[src/rtl/task_dispatch.sv]
module task_dispatch #(
  parameter int NTASK = 8,
  parameter int AW    = 16
) (
  input  logic             clk,
  input  logic             rst_n,
  input  logic             soft_rst,
  input  logic [NTASK-1:0] req,
  input  logic [NTASK-1:0] en_mask,
  input  logic [NTASK*AW-1:0] vec_flat,
  input  logic [AW-1:0]    bg_vec,
  input  logic             bg_en,
  input  logic             bg_trig_en,
  input  logic             bg_sw_start,
  input  logic             bg_hw_trig,
  input  logic             bg_mask_set,
  input  logic             bg_mask_clr,
  input  logic             task_done,
  input  logic [AW-1:0]    cur_pc,
  output logic [NTASK-1:0] flags,
  output logic [NTASK-1:0] run,
  output logic             pc_load,
  output logic [AW-1:0]    pc_val,
  output logic             bg_run,
  output logic             bg_mask,
  output logic [AW-1:0]    bg_ret,
  output logic             bg_ovf
);
  localparam int BGS = NTASK - 1;

  logic             bg_active;
  logic [NTASK-1:0] eff_en, pend, grant;
  logic [AW-1:0]    gvec;

  assign eff_en = {en_mask[BGS] & ~bg_en, en_mask[BGS-1:0]};
  assign pend   = flags & eff_en;

  always_comb begin
    grant = '0;
    gvec  = '0;
    for (int i = NTASK - 1; i >= 0; i--) begin
      if (pend[i]) begin
        grant    = '0;
        grant[i] = 1'b1;
        gvec     = vec_flat[i*AW +: AW];
      end
    end
  end

  wire fg_busy   = |run;
  wire fg_end    = task_done & fg_busy;
  wire bg_end    = task_done & ~fg_busy & bg_run;
  wire slot_free = ~fg_busy | fg_end;
  wire disp      = slot_free & (|pend) & ~(bg_run & bg_mask);
  wire bg_go     = bg_en & (bg_trig_en ? bg_hw_trig : bg_sw_start);
  wire bg_new    = bg_go & ~bg_active;

  always_ff @(posedge clk or negedge rst_n) begin
    if (!rst_n) begin
      flags     <= '0;
      run       <= '0;
      pc_load   <= 1'b0;
      pc_val    <= '0;
      bg_active <= 1'b0;
      bg_run    <= 1'b0;
      bg_mask   <= 1'b0;
      bg_ret    <= '0;
      bg_ovf    <= 1'b0;
    end else if (soft_rst) begin
      flags     <= flags | req;
      run       <= '0;
      pc_load   <= 1'b0;
      bg_active <= 1'b0;
      bg_run    <= 1'b0;
      bg_mask   <= 1'b0;
      bg_ret    <= '0;
      bg_ovf    <= 1'b0;
    end else begin
      pc_load <= 1'b0;
      flags   <= (flags & ~(disp ? grant : '0)) | req;
      if (bg_go && bg_active) bg_ovf <= 1'b1;

      if (bg_run) begin
        if (bg_mask_clr) bg_mask <= 1'b0;
        if (bg_mask_set) bg_mask <= 1'b1;
      end

      if (disp) begin
        run     <= grant;
        pc_load <= 1'b1;
        pc_val  <= gvec;
        if (bg_run) begin
          bg_ret <= cur_pc;
          bg_run <= 1'b0;
        end
      end else if (fg_end) begin
        run <= '0;
      end

      if (bg_new) begin
        bg_active <= 1'b1;
        if (slot_free && !disp) begin
          pc_load <= 1'b1;
          pc_val  <= bg_vec;
          bg_run  <= 1'b1;
        end else begin
          bg_ret <= bg_vec;
        end
      end else if (fg_end && !disp && bg_active) begin
        pc_load <= 1'b1;
        pc_val  <= bg_ret;
        bg_run  <= 1'b1;
      end

      if (bg_end) begin
        bg_active <= 1'b0;
        bg_run    <= 1'b0;
        bg_mask   <= 1'b0;
      end
    end
  end
endmodule

[config.mk]
export PLATFORM = sky130hd
export DESIGN_NAME = task_dispatch
export DESIGN_NICKNAME = d
export VERILOG_FILES = /design/src/rtl/task_dispatch.sv
export SDC_FILE = /design/constraint.sdc
export NUM_CORES = 1
export LEC_CHECK = 0
export ABC_AREA = 1
export BUFFER_PORTS_ARGS = -buffer_cell sky130_fd_sc_hd__buf_2
export CORE_ASPECT_RATIO = 1.5
export CORE_MARGIN = 8
export CORE_UTILIZATION = 39
export DETAILED_ROUTE_END_ITERATION = 16
export HOLD_SLACK_MARGIN = 0.02
export PLACE_DENSITY_LB_ADDON = 0.1
export REMOVE_ABC_BUFFERS = 1
export SETUP_SLACK_MARGIN = 0.3
export SLEW_MARGIN = 10
export SYNTH_ARGS = -nofsm -noshare
export SYNTH_HDL_FRONTEND = slang
export SYNTH_SLANG_ARGS = --single-unit
[constraint.sdc]
create_clock -name clk -period 2.1 [get_ports clk]
set_clock_uncertainty 0.15 [all_clocks]
set_input_delay 0.105 -clock clk [delete_from_list [all_inputs] [get_ports clk]]
set_output_delay 0.105 -clock clk [all_outputs]
set_load 0.02 [all_outputs]
Word-level counts from Yosys, hierarchy flattened
Index checks and enable logic that the tools add are counted.
{"block": "totals", "ff_bits": 53, "wordCells": 93, "input_bits": 186}
{"block": "classes", "n_bitwise": 19, "reduce_logical": 13, "n_mux": 52}
{"operator": "$mux 16", "count": 17}
{"operator": "$mux 8", "count": 13}
{"operator": "$mux 1", "count": 22}
{"operator": "$and 8x8->8", "count": 2}
{"operator": "$or 8x8->8", "count": 2}
{"operator": "$reduce_or 8->1", "count": 2}
{"operator": "$and 1x1->1", "count": 9}
{"operator": "$reduce_bool 3->1", "count": 3}
{"operator": "$not 8->8", "count": 1}
{"operator": "$logic_and 1x1->1", "count": 4}
{"operator": "$not 1->1", "count": 4}
{"operator": "$reduce_bool 4->1", "count": 1}
{"operator": "$reduce_and 2->1", "count": 1}
{"operator": "$reduce_bool 2->1", "count": 1}
{"operator": "$logic_not 1->1", "count": 1}
{"operator": "$or 1x1->1", "count": 1}

Logic depth before layout (Yosys ltp)
{"block": "logic_depth", "word_depth": 16, "depth_mapped": 14, "ltp_nobuf": 13}

Worst setup path before layout
Ideal clock, no wire load.
{"block": "synth_timing", "path_type": "reg-to-reg", "start": "register flags[1]", "end": "register pc_val[10]", "t_arrival_ps": 1662, "t_required_ps": 1833, "period_less_slack_ps": 1930, "path_slack_ps": 170, "path_stages_with_launch": 14, "path_cell_list": "dfrtp_1 nand2_2 nand2_2 nor2_8 nand2_2 nand2_4 nand3_2 buf_2 o21ai_0 inv_1 nand2_1 inv_1 nor2_1 nor2_1"}
{"block": "synth_between", "elab_chain_len": 9, "elab_cells_between_ends": 14, "classes_between": "mux (6); bitwise (3); reduce/logical (5)"}
{"item": "start: declaration", "line": "20", "text": "output logic [NTASK-1:0] flags,"}
{"item": "start signal: assignment", "line": "70", "text": "flags <= flags | req;"}
{"item": "start signal: assignment", "line": "80", "text": "flags <= (flags & ~(disp ? grant : '0)) | req;"}
{"item": "$and 8x8->8 (*)", "line": "36", "text": "assign pend = flags & eff_en;"}
{"item": "$reduce_or 8->1", "line": "54", "text": "wire disp = slot_free & (|pend) & ~(bg_run & bg_mask);"}
{"item": "$and 1x1->1 (2 in series)", "line": "54"}
{"item": "$logic_not 1->1", "line": "102, 109"}
{"item": "$logic_and 1x1->1 (2 in series)", "line": "109", "text": "end else if (fg_end && !disp && bg_active) begin"}
{"item": "$mux 16", "line": "109"}
{"item": "$mux 16 (*)", "line": "100", "text": "if (bg_new) begin"}
{"item": "end signal: assignment", "line": "91", "text": "pc_val <= gvec;"}
{"item": "end signal: assignment", "line": "104", "text": "pc_val <= bg_vec;"}
{"item": "end signal: assignment", "line": "111", "text": "pc_val <= bg_ret;"}
{"item": "end: declaration", "line": "23", "text": "output logic [AW-1:0] pc_val,"}
Every way passes the cells marked *; elsewhere a longest branch is shown, timed or not.
A chain may end at the register's enable or synchronous reset.

Worst setup path after layout
{"block": "layout_timing", "start": "register flags[0]", "end": "register pc_val[7]"}
The elaborated chain is that of the path after synthesis.

==> results.toml <==
[yosys]
synthCells = 767
synthesis.area_um2 = 4530
netlist.area_leader.share_pct = 29.3
ys_types = 32
ys_async_sr_fraction_pct = 100
synth_area_leaders = "dfrtp_1, nand2_1, nand3_1"
synth_edf_count = 0
yosysSeqAreaShare_pct = 29.3
yosys-top-cells-count = "nand2_1, inv_1, nand3_1"
synth_warnings = 0
yosysMostFrequentCell = "nand2_1"
ys.flop_type = "dfrtp_1"
synth.avg_cell_area_um2 = 5.90
synth_top_cell_by_area = "dfrtp_1"
synth-seq-cells = 53

[timing]
final_hold_viol_count = 0
max_freq_mhz = 491
relSlewSlack_pct = 58.7
min_period_over_period_pct = 96.9
layout_min_cycle_time_ns = 2.03
setup_viol = 0
fin_hold_ws_ns = 0.0279
setup_slack_ns = 0.0651
worstMarginPinSlew_ns = 0.619
rsz0062_at_grt = "yes"
final-max-slew-violation-count = 0

[routing]
vias = 6264
dr.pass1.iters = 5
ant_nets = 0
drc = 0
via_per_inst = 5.06
first_iter_violations = 263
detail_route.wl_per_cell_um = 17.1
wirelength_mm = 21.2

[run_status]
outcome = "complete, no violations"

[die]
fp.dieW_um = 104
initial_core_util_pct = 39.7
die_h_um = 148
die_area_um2 = 15400
io_pins = 238
coreArea_um2 = 11400
rows = 48

[setup_path]
r2r_cells = 12
critPathMaxFanout = 6
required_ns = 2.14
r2r-start = "flags[0]"
crit_path_end_kind = "flip-flop"
criticalPathCategory = "flip-flop to flip-flop"
start_kind = "flip-flop"
rrSetupSlack_ns = 0.07
critPathArrivalTime_ns = 2.07
crit_start = "flags[0]"
reg2reg_to = "pc_val[7]"

[placement]
dpl_cell_area_um2 = 6130
dp_worst_setup_slack_ns = 0.0133
post-dp-hpwl_mm = 15.5
gp_congestion = 0.898
portBuffers = 237

[clock_network]
clkTransAtPathRegs_ns = 0.07
clkSinkCount = 53
htree_num_levels = 2
cts_tree = "yes"
cts_root_buf = "clkbuf_16"
clock_latency_ns = 0.30
cts_buffer_depth = 2
cts_inserted_buffers = 5

[power_and_ir_drop]
peakVddDrop_mv = 0.411
p_per_area_nw_per_um2 = 515
power_mw = 3.83
p_leak_nw = 4.16

[grt]
grt_pass1_vias = 6152
grtUsageTotal_pct = 25.6
antenna_found_initial = 0
grt_pass1_wl_mm = 31.9
grt-ovfl-total = 0
grt_max_degree = 34

[finish]
drive_gt1_share_pct = 36.3
fin_area_um2 = 7450
fillers = 1089
n_antenna_cell = 0
utilization_pct = 65.3
layout.nets = 1275
area_growth_pct = 64.5

[hold_path]
holdPathEnd = "bg_ret[11]"
min_path_cells = 3
holdCritPathClass = "input pin to flip-flop"
min_from = "bg_vec[11]"

[run]
max_cap_viol_count = 0
## worst max path at each step
stage,endpoint
after floorplan,flags[2]
after CTS,flags[7]
after detailed placement,bg_ret[11]
final,pc_val[7]
after global routing,pc_val[7]
after global placement,pc_val[4]
## repair_timing
item,4_1_cts,5_1_grt
endpoints found under the hold margin,45,0
hold buffers,43,0
cloned,2,5
pin swaps,8,28
setup buffers,13,10
resized for setup,30,71
endpoints found under the setup margin,49,49
## cell type report
cell class	count	area [um2]	share of cell area (%)
Timing Repair inverter	1	7.51	0.101
Sequential cell	53	1330	17.8
Timing Repair Buffer	352	2450	32.9
Multi-Input combinational cell	565	2880	38.7
Clock inverter	2	35.0	0.470
Inverter	111	438	5.88
Clock buffer	5	125	1.68
Tap cell	150	188	2.52
## sequential cells by signal, indices dropped and copies added (netlist names)
register   cells
bg_active      1
pc_val        16
pc_load        1
flags          8
bg_run         1
bg_ret        16
bg_mask        1
run            8
bg_ovf         1
## worst max-delay path: stages (launching register included)
cell and delay [ns]:
dfrtp_1 0.43, nand2_4 0.11, nand2_8 0.12, clkinvlp_4 0.17
buf_4 0.17, a21oi_1 0.19, nand3_1 0.18, nand2_1 0.12
nand3_1 0.07, nand2_1 0.06, inv_1 0.03, nor2_1 0.08
nor2_1 0.05
## cell usage in the layout (no fill, tap or decap), types with 2 or more instances in the layout
cell	instances
buf_2	237
nand2_1	235
inv_1	100
nand3_1	91
dfrtp_1	53
nor2_1	50
o21ai_0	50
buf_4	47
dlygate4sd3_1	43
nand2_2	22
nand4_1	17
o21ai_1	15
a21oi_1	15
a31oi_1	14
buf_12	12
nand2_4	10
clkbuf_16	9
nor2_2	8
a21o_1	7
buf_6	7
o21ai_2	4
inv_2	4
clkinvlp_4	4
a21oi_2	4
nor2_4	3
nand3_4	3
nand3_2	2
nand2_8	2
nor2_8	2
clkinv_1	2
nor3_2	2
## kinds of logic after synthesis
logic type	share of synthesized area, %
AO/OA/AOI/OAI	14.4
buffers and inverters	13.4
flip-flops	29.3
AND/OR/NAND/NOR	42.8
## per-layer routing
layer,vias up,GRT usage (%),part of all wire [%]
met4,0,8.07,2.5
met5,-,0,0
met2,272,46.7,53
met3,39,5.93,6.9
li1,3090,-,-
met1,2863,28.5,38
## per-stage QoR
step,TNS [ns],instances
floorplan,-18.18,729
global placement,0,1159
detailed placement,0,1159
CTS,0,1224
global route,-0.724,1239
finish,0,1239
## power breakdown
group	total, mW	internal, mW	switching [mW]	leakage, nW
Combinational	1.68	0.717	0.961	3.43
Sequential	1.21	1.12	0.0843	0.644
Clock	0.949	0.555	0.393	0.0797
No activity file was read; power rests on OpenSTA's default activity.
